File: config.mk
export PLATFORM = sky130hd
export DESIGN_NAME = schedDecide
export DESIGN_NICKNAME = d
export VERILOG_FILES = /design/src/rtl/schedPkg.sv /design/src/rtl/schedChainPath.sv /design/src/rtl/schedActionCtl.sv /design/src/rtl/schedDecide.sv
export SDC_FILE = /design/constraint.sdc
export NUM_CORES = 1
export LEC_CHECK = 0
export BUFFER_PORTS_ARGS = -buffer_cell sky130_fd_sc_hd__buf_2
export CAP_MARGIN = 20
export CORE_UTILIZATION = 35
export DETAILED_ROUTE_END_ITERATION = 10
export GPL_TIMING_DRIVEN = 0
export PLACE_DENSITY = 0.8
export SYNTH_ARGS = -nofsm -noshare
export SYNTH_HDL_FRONTEND = slang
export SYNTH_HIERARCHICAL = 1
export SYNTH_SLANG_ARGS = --single-unit
File: constraint.sdc
create_clock -name clk -period 1.6 [get_ports clk]
set_input_delay 0.16 -clock clk [delete_from_list [all_inputs] [get_ports clk]]
set_output_delay 0.16 -clock clk [all_outputs]
set_load 0.01 [all_outputs]
File: src/rtl/schedPkg.sv
package schedPkg;
  localparam int MAX_ENTRIES = 32;

  // per-entry strobes handed from the chain datapath to the action control
  typedef struct packed {
    logic live;        // candidate valid
    logic chainHit;    // prefix chain value P(k)
    logic splitCause;  // split condition, chain-qualified
  } entryStrobe_t;
endpackage

File: src/rtl/schedChainPath.sv
module schedChainPath
  import schedPkg::*;
#(
  parameter int N = 4
) (
  input  logic [N-1:0]     candValid,
  input  logic [N-1:0]     resDep,
  input  logic [N-1:0]     trueDep,
  input  logic [N-1:0]     outDep,
  input  logic [N-1:0]     antiDep,
  input  logic [N-1:0]     ctlDep,
  input  logic [N-1:0]     candResDep,
  input  logic [N-1:0]     candTrueDep,
  input  logic [N-1:0]     candOutDep,
  input  logic [N-1:0]     multiSlot,
  output entryStrobe_t [N-1:0] strb
);
  localparam int LEVELS = $clog2(N);

  logic [N-1:0] coEff;
  logic [N-1:0] genLvl  [LEVELS+1];
  logic [N-1:0] propLvl [LEVELS+1];
  logic [N-1:0] chain;

  // entry 0 dependency inputs are meaningless at the head of the list
  logic unusedHeadBits;
  assign unusedHeadBits = ^{resDep[0], trueDep[0], outDep[0], antiDep[0], ctlDep[0],
                            candResDep[0], candTrueDep[0], candOutDep[0], multiSlot[0],
                            candValid[N-1]};

  // flag conditioning: generate / propagate terms per entry
  always_comb begin
    genLvl[0]  = '0;
    propLvl[0] = '0;
    coEff      = '0;
    genLvl[0][0] = 1'b1;
    for (int k = 1; k < N; k++) begin
      genLvl[0][k]  = trueDep[k] | resDep[k];
      propLvl[0][k] = candValid[k-1] & (candTrueDep[k] | (candResDep[k] & ~multiSlot[k]));
      coEff[k]      = candValid[k-1] & candOutDep[k];
    end
  end

  // log-depth parallel-prefix AND-OR network
  for (genvar lv = 0; lv < LEVELS; lv++) begin : g_level
    localparam int SPAN = 1 << lv;
    for (genvar i = 0; i < N; i++) begin : g_node
      if (i >= SPAN) begin : g_merge
        assign genLvl[lv+1][i]  = genLvl[lv][i] | (propLvl[lv][i] & genLvl[lv][i-SPAN]);
        assign propLvl[lv+1][i] = propLvl[lv][i] & propLvl[lv][i-SPAN];
      end else begin : g_pass
        assign genLvl[lv+1][i]  = genLvl[lv][i];
        assign propLvl[lv+1][i] = propLvl[lv][i];
      end
    end
  end

  assign chain = genLvl[LEVELS];

  always_comb begin
    for (int k = 0; k < N; k++) begin
      strb[k].live     = candValid[k];
      strb[k].chainHit = chain[k];
      if (k == 0) strb[k].splitCause = 1'b0;
      else strb[k].splitCause = outDep[k] | antiDep[k] | ctlDep[k] | (coEff[k] & chain[k-1]);
    end
  end
endmodule

File: src/rtl/schedActionCtl.sv
module schedActionCtl
  import schedPkg::*;
#(
  parameter int N = 4
) (
  input  logic                 clk,
  input  logic                 rst,
  input  entryStrobe_t [N-1:0] strb,
  output logic [N-1:0]         doInstall,
  output logic [N-1:0]         doSplit,
  output logic [N-1:0]         doMoveUp
);
  logic [N-1:0] nextInstall, nextSplit, nextMoveUp;

  // install outranks split; move-up is the fallback
  always_comb begin
    for (int k = 0; k < N; k++) begin
      nextInstall[k] = strb[k].live & strb[k].chainHit;
      nextSplit[k]   = strb[k].live & ~strb[k].chainHit & strb[k].splitCause;
      nextMoveUp[k]  = strb[k].live & ~strb[k].chainHit & ~strb[k].splitCause;
    end
  end

  always_ff @(posedge clk) begin
    if (rst) begin
      doInstall <= '0;
      doSplit   <= '0;
      doMoveUp  <= '0;
    end else begin
      doInstall <= nextInstall;
      doSplit   <= nextSplit;
      doMoveUp  <= nextMoveUp;
    end
  end
endmodule

File: src/rtl/schedDecide.sv
module schedDecide
  import schedPkg::*;
#(
  parameter int N = 4
) (
  input  logic         clk,
  input  logic         rst,
  input  logic [N-1:0] candValid,
  input  logic [N-1:0] resDep,
  input  logic [N-1:0] trueDep,
  input  logic [N-1:0] outDep,
  input  logic [N-1:0] antiDep,
  input  logic [N-1:0] ctlDep,
  input  logic [N-1:0] candResDep,
  input  logic [N-1:0] candTrueDep,
  input  logic [N-1:0] candOutDep,
  input  logic [N-1:0] multiSlot,
  output logic [N-1:0] doInstall,
  output logic [N-1:0] doSplit,
  output logic [N-1:0] doMoveUp
);
  entryStrobe_t [N-1:0] strb;

  initial begin
    if (N < 2 || N > MAX_ENTRIES) $error("schedDecide: N out of range");
  end

  schedChainPath #(.N(N)) chainPath (
    .candValid(candValid), .resDep(resDep), .trueDep(trueDep), .outDep(outDep),
    .antiDep(antiDep), .ctlDep(ctlDep), .candResDep(candResDep),
    .candTrueDep(candTrueDep), .candOutDep(candOutDep), .multiSlot(multiSlot),
    .strb(strb)
  );

  schedActionCtl #(.N(N)) actionCtl (
    .clk(clk), .rst(rst), .strb(strb),
    .doInstall(doInstall), .doSplit(doSplit), .doMoveUp(doMoveUp)
  );
endmodule

==> summary.md, run 1 <==
| Metric | Value |
|---|---|
| Critical Path AT | `1.47 ns` |
| Root buf cell | `clkbuf_4` |
| Max clock buf depth | `2` |
| Clock slew at reported path FFs | `around 0.07 ns` |
| Status | `complete, no violations` |
| Post-DP HPWL | `977 um` |
| CTS Buf Count | `3` |
| Overall Global Routing Usage | `0.134` |
| Post-synthesis mux area share | `0` |
| Routability Congestion | `approximately 0.66` |
| Synth Area in Compound Gates | `0.106` |
| Main area contributors after synthesis | `dfxtp_1, nor4b_2, nor4bb_4` |
| Area of the core | `between 1500 and 2000 um^2` |
| Max Freq | `between 700 and 800 MHz` |
| Initial antenna violation count | `0` |
| Clk sinks | `12` |
| Initial DRC count | `8` |
| Resized Gates After CTS | `0` |
| Pwr dens | `719 nW/um^2` |
| DR vias | `524` |
| Wl on met1 | `around 480 um` |
| Register bit total from synthesis | `12` |
| Proportion of layout cells with a drive suffix above 1 | `0.670` |
| Count of hold-fix buffers inserted at cts | `0` |
| Worst setup EP type | `flop` |
| Worst min-delay path class | `input port to flop` |
| # diodes | `0` |
| Port bufs | `between 40 and 50` |
| Post-route ant nets | `0` |
| Grt total ovfl | `0` |
| Highest Signal Layer | `met4` |
| Maximum vdd drop | `330 uV` |
| Simple-Gate Fraction of Synth Area | `0.367` |
| Period utilization | `0.805` |
| Final WL | `between 1000 and 1500 um` |
| Synth Area in Adders | `0` |
| RSZ-0062 raised after global routing | `no` |
| Post-route setup TNS | `0 ns` |
| Via density | `approximately 4.6` |
| WL met2 | `around 570 um` |
| Max incr delay on CP | `~0.34 ns` |
| Htree depth | `1` |
| Cell taking the most area after synthesis | `dfxtp_1` |
| Final min period | `1.29 ns` |
| Ys Warns | `6` |
| Yosys cell types | `22` |
| Die Wd | `around 43 um` |
| # fillers | `140` |
| Setup violations, final | `0` |
| P&R area growth vs syn | `43.6%` |
| Max capacitance violation total | `0` |
| Site Rows | `14` |
| Largest net degree at the start of global routing | `11` |
| Critical path required time | `~1.8 ns` |
| Wire per inst | `around 10 um` |
| CTS tree | `built` |
| Fin util | `0.550` |
| XOR/XNOR Fraction of Synth Area | `0` |
| CP Cell Sequence | `buf_2 -> a211oi_2 -> nand2_2 -> a311oi_2 -> inv_1 -> nor4bb_4` |
| Initial Utilization | `0.383` |
| Post-synthesis sequential area ratio | `0.407` |
| # IOs | `54` |
| DRT Pass-1 Iters | `4` |
| CP max-delay cell | `a311oi_2` |
| Final nets | `between 100 and 150` |
| Maximum fanout along the worst path | `5` |
| Met3 WL | `~110 um` |
| Number of global-route vias before repair | `~450` |
| Setup Buffers After CTS | `0` |
| First-pass GRT wire length | `between 1500 and 2000 um` |
| Post-route DRC | `0` |
| Cells after Synth | `51` |
| Die H | `around 43 um` |
| Syn avg cell area | `between 10 and 15 um^2` |
| Critical path startpoint category | `input port` |
| Share of the synthesized area in the top cell type | `0.407` |
| Final Max Slew Viols | `0` |
| Leak pwr | `around 0.46 nW` |
| Combinational family with the most area after synthesis | `simple AND/OR/NAND/NOR gates` |
| Total Power | `0.000610 W` |
| Syn nets | `slightly above 90` |
| Die area | `1860 um^2` |
| Worst Setup Path Type | `input port to flop` |
| Final hold violation count | `0` |
| Post-Synthesis Cell Area | `591 um^2` |
## layout make-up
cell class,instances,area [um^2],area share
inverters,2,7.51,0.00885
flip-flops and latches,12,240,0.283
repair buffers,43,215,0.254
multi-input cells,30,287,0.338
plain buffers,7,56.3,0.0664
clock buffers,3,22.5,0.0265
well taps,16,20.0,0.0236
## synthesized netlist by cell type
| cell | count |
|---|---|
| buf_6 | 1 |
| nand2_1 | 2 |
| nand3b_1 | 1 |
| nand2_2 | 1 |
| nor3_1 | 2 |
| o21ai_1 | 2 |
| nor2b_1 | 1 |
| inv_1 | 2 |
| nand3_1 | 1 |
| and4bb_2 | 2 |
| and3b_1 | 4 |
| conb_1 | 2 |
| buf_4 | 6 |
| a21o_2 | 1 |
| nor4b_2 | 4 |
| nor2_1 | 1 |
| o21ai_0 | 1 |
| nor4bb_4 | 2 |
| a311oi_2 | 1 |
| a211oi_2 | 1 |
| dfxtp_1 | 12 |
| a2111o_1 | 1 |
## flip-flops by register name, indices dropped and copies added, names as in the netlist
name and count:
actionCtl/doInstall 4, actionCtl/doMoveUp 4, actionCtl/doSplit 4
## power breakdown
part           internal (W)  total, W  leakage [nW]  switching [W]
clock             0.0000871  0.000186        0.0138      0.0000988
combinational     0.0000675  0.000116         0.350      0.0000483
sequential         0.000307  0.000309        0.0979     0.00000166
total              0.000462  0.000610         0.462       0.000149
## layer usage
layer	up-vias	global-route usage
met5	-	0
met4	0	0.109
met3	4	0.0383
met2	37	0.215
met1	213	0.144
li1	270	-
## worst paths after layout
check | startpoint | endpoint | slack, ns | cells past startpoint
worst max-delay path | candValid[0] | actionCtl/doSplit[2] | 0.31 | 6
worst min-delay path | candValid[3] | actionCtl/doInstall[3] | 0.14 | 2
## through the flow
stage,std cells,setup slack [ns],hold slack [ns],cell area [um^2]
floorplan,51,0.314,0.355,591
global placement,110,0.0693,0.416,826
detailed placement,110,-0.00227,0.413,826
CTS,113,0.283,0.130,848
global route,113,0.212,0.137,848
finish,113,0.312,0.136,848
## cell families (layout without fill, tap and decap cells)
family | after synthesis | after routing
AOI/OAI and AO/OA | 7 | 7
buffers and inverters | 9 | 55
DFF | 12 | 12
other | 2 | 2
and+or+nand+nor | 21 | 21
## layout by cell type (no fill, tap or decap), drive strengths merged, types with 2 or more instances in the layout
cell type / instances
clkbuf: 3
and3b: 4
and4bb: 2
conb: 2
dfxtp: 12
nand2: 3
nor4bb: 2
buf: 50
nor3: 2
inv: 2
o21ai: 3
nor4b: 4
## critical path, delay by kind of cell
kind                   cells  cell delay, ns
AO/OA/AOI/OAI              2            0.57
buffers and inverters      2            0.30
AND/OR/NAND/NOR            2            0.44
Note: power is estimated with default switching activity, not from simulation.
==> run 2: changes to the inputs <==
- ABC_AREA: not set -> 1
- CORE_UTILIZATION: 35 -> 32
- PLACE_DENSITY: 0.8 -> 0.78
- clock period: 1.6 -> 1.1 ns (I/O delays scaled with it)
==> run 2 against run 1 <==
Final cell count rose by 42%. Die area is 9.2% higher. Non-clock buffer count shrank 1. Area after synthesis rose by 0.21%. Synthesized cell count increased by 73%. Setup slack worse by 0.031 ns. Sequential power increased by 45%. Critical endpoint is now doSplit[3].
==> summary.md, run 2 <==
| Metric | Value |
|---|---|
| Asr flop ratio synth | `0` |
| EDFF count, synth | `0` |
| Die Wd | `approximately 45 um` |
| Post-route DRC | `0` |
| Worst min-delay path class | `input port to flop` |
| Worst setup path endpoint | `doSplit[3]` |
| Die area | `between 2000 and 2500 um^2` |
| Buf/Inv on CP | `1` |
| Most frequent cell after synthesis | `nand2_1` |
| Number of global-route vias before repair | `491` |
| Final WL | `1130 um` |
| Period utilization | `0.744` |
| Maximum vdd drop | `between 200 and 300 uV` |
| Cell taking the most area after synthesis | `dfxtp_1` |
| Syn avg cell area | `around 6.7 um^2` |
| Met3 WL | `between 50 and 60 um` |
| Total Power | `~0.00096 W` |
| Final nets | `about 180` |
| DR vias | `622` |
| Main area contributors after synthesis | `dfxtp_1, nand2_1, nor2_1` |
| Logic gate share of total power | `0.181` |
| Sw Share | `0.229` |
| Final hold violation count | `0` |
| Count of hold-fix buffers inserted at cts | `0` |
| Yosys cell types | `15` |
| Worst hold slack | `0.0686 ns` |
| Pre-CTS setup slack | `approximately 0.076 ns` |
| CP top delay family | `flip-flops` |
| Syn nets | `130` |
| DRT Pass-1 Iters | `4` |
| Post-Synthesis Cell Area | `592 um^2` |
| Post-route ant nets | `0` |
| Port bufs | `between 40 and 50` |
| P&R area growth vs syn | `47.8%` |
| Biggest regs | `actionCtl/doInstall (4), actionCtl/doMoveUp (4), actionCtl/doSplit (4)` |
| RSZ-0062 raised after global routing | `no` |
| Status | `complete, no violations` |
| Final Max Slew Viols | `0` |
| Worst setup EP type | `output pin` |
| Leak pwr | `0.552 nW` |
| Die H | `~45 um` |
| Area of the core | `between 1500 and 2000 um^2` |
| CP Cell Sequence | `buf_2` |
| Overall Global Routing Usage | `0.122` |
| Proportion of layout cells with a drive suffix above 1 | `0.452` |
| CTS tree | `built` |
| Pwr dens | `approximately 1100 nW/um^2` |
| P_sw | `0.000219 W` |
| Critical path startpoint category | `flop` |
| Int Power | `about 0.00074 W` |
| CP max-delay cell | `dfxtp_1` |
| Ys flop type | `dfxtp_1` |
| Most frequent cells after synthesis | `nand2_1, nor2_1, inv_1` |
| Wire per inst | `just over 7 um` |
| Post-route setup TNS | `0 ns` |
| Commonest cells after routing, fill and taps aside | `buf_2, nand2_1, nor2_1` |
| # diodes | `0` |
| Worst Setup Path Type | `flop to output pin` |
| Wl on met1 | `around 480 um` |
| Max Freq | `roughly 1200 MHz` |
| Root buf cell | `clkbuf_4` |
| Seq pwr share | `0.469` |
| WL met2 | `approximately 550 um` |
| # IOs | `between 50 and 60` |
| Post-synthesis sequential area ratio | `0.406` |
| Resized Gates After CTS | `0` |
| Via density | `around 4` |
| Initial DRC count | `13` |
| Setup violations, final | `0` |
| Highest Signal Layer | `met4` |
| Design Area, Final | `~870 um^2` |
| Max incr delay on CP | `0.32 ns` |
| Final min period | `0.818 ns` |
| Max clock buf depth | `2` |
| Setup ws final | `around 0.28 ns` |
| Post-DP HPWL | `roughly 1000 um` |
| CTS Buf Count | `3` |
| Site Rows | `15` |
| Ys Warns | `6` |
| Grt total ovfl | `0` |
| DP Area | `about 840 um^2` |
| Critical Path Stages | `1` |
| Clock slew at reported path FFs | `around 0.070 ns` |
| First-pass GRT wire length | `around 1700 um` |
| Initial Utilization | `0.343` |
| Clk sinks | `12` |
| Critical Path AT | `between 0.7 and 0.8 ns` |
| Cells after Synth | `88` |
| Commonest non-fill, non-tap cell in the layout | `buf_2` |
| Share of the synthesized area in the top cell type | `0.406` |
| Clock share of power | `0.350` |
| Critical path required time | `between 0.9 and 1 ns` |
| Largest net degree at the start of global routing | `9` |
| Worst Setup SP | `actionCtl/doSplit[3]` |
| Register bit total from synthesis | `12` |
| Setup Buffers After CTS | `0` |
| Max capacitance violation total | `0` |
| Htree depth | `1` |
| Routability Congestion | `around 0.64` |
| Initial antenna violation count | `0` |
| Maximum fanout along the worst path | `1` |
run 2: cell families after synthesis:
group | share of synthesized area
flops | 0.406
compound gates | 0.0211
simple gates | 0.389
other cells | 0.0127
buf+inv | 0.171
run 2: power groups by stage:
stage / Sequential (W) / Combinational (W) / Clock (W)
2_1_floorplan: 0.000467 / 0.0000829 / 0
3_3_place_gp: 0.000459 / 0.000169 / 0
5_1_grt: 0.000450 / 0.000197 / 0.000353
6_report: 0.000449 / 0.000173 / 0.000335
3_5_place_dp: 0.000459 / 0.000174 / 0
4_1_cts: 0.000449 / 0.000174 / 0.000346
run 2: through the flow:
step | util | std cells
final | 0.507 | 160
after global routing | 0.507 | 160
after CTS | 0.507 | 160
after detailed placement | 0.486 | 156
after global placement | 0.486 | 156
after floorplan | - | 88
run 2: per-layer routing:
metal,GRT usage,vias to the layer above
met3,0.0120,4
met4,0.109,0
met1,0.126,253
met2,0.214,26
li1,-,339
met5,0,-
run 2: worst min-delay path by stage:
stage	from	to	slack (ns)	cells after the start
after floorplan	rst	actionCtl/doInstall[1]	0.18	1
after global placement	rst	actionCtl/doInstall[3]	0.35	2
after detailed placement	candValid[3]	actionCtl/doInstall[3]	0.35	3
after CTS	rst	actionCtl/doInstall[3]	0.06	2
after global routing	rst	actionCtl/doInstall[0]	0.07	2
final	rst	actionCtl/doInstall[3]	0.07	2
run 2: area by class of cell:
type                       count  area [um^2]
fill                         199          852
buffer                         6         45.0
timing repair buffer          43          215
inverter                      15         56.3
sequential                    12          240
clock buffer                   4         36.3
tap                           25         31.3
multi-input combinational     55          250
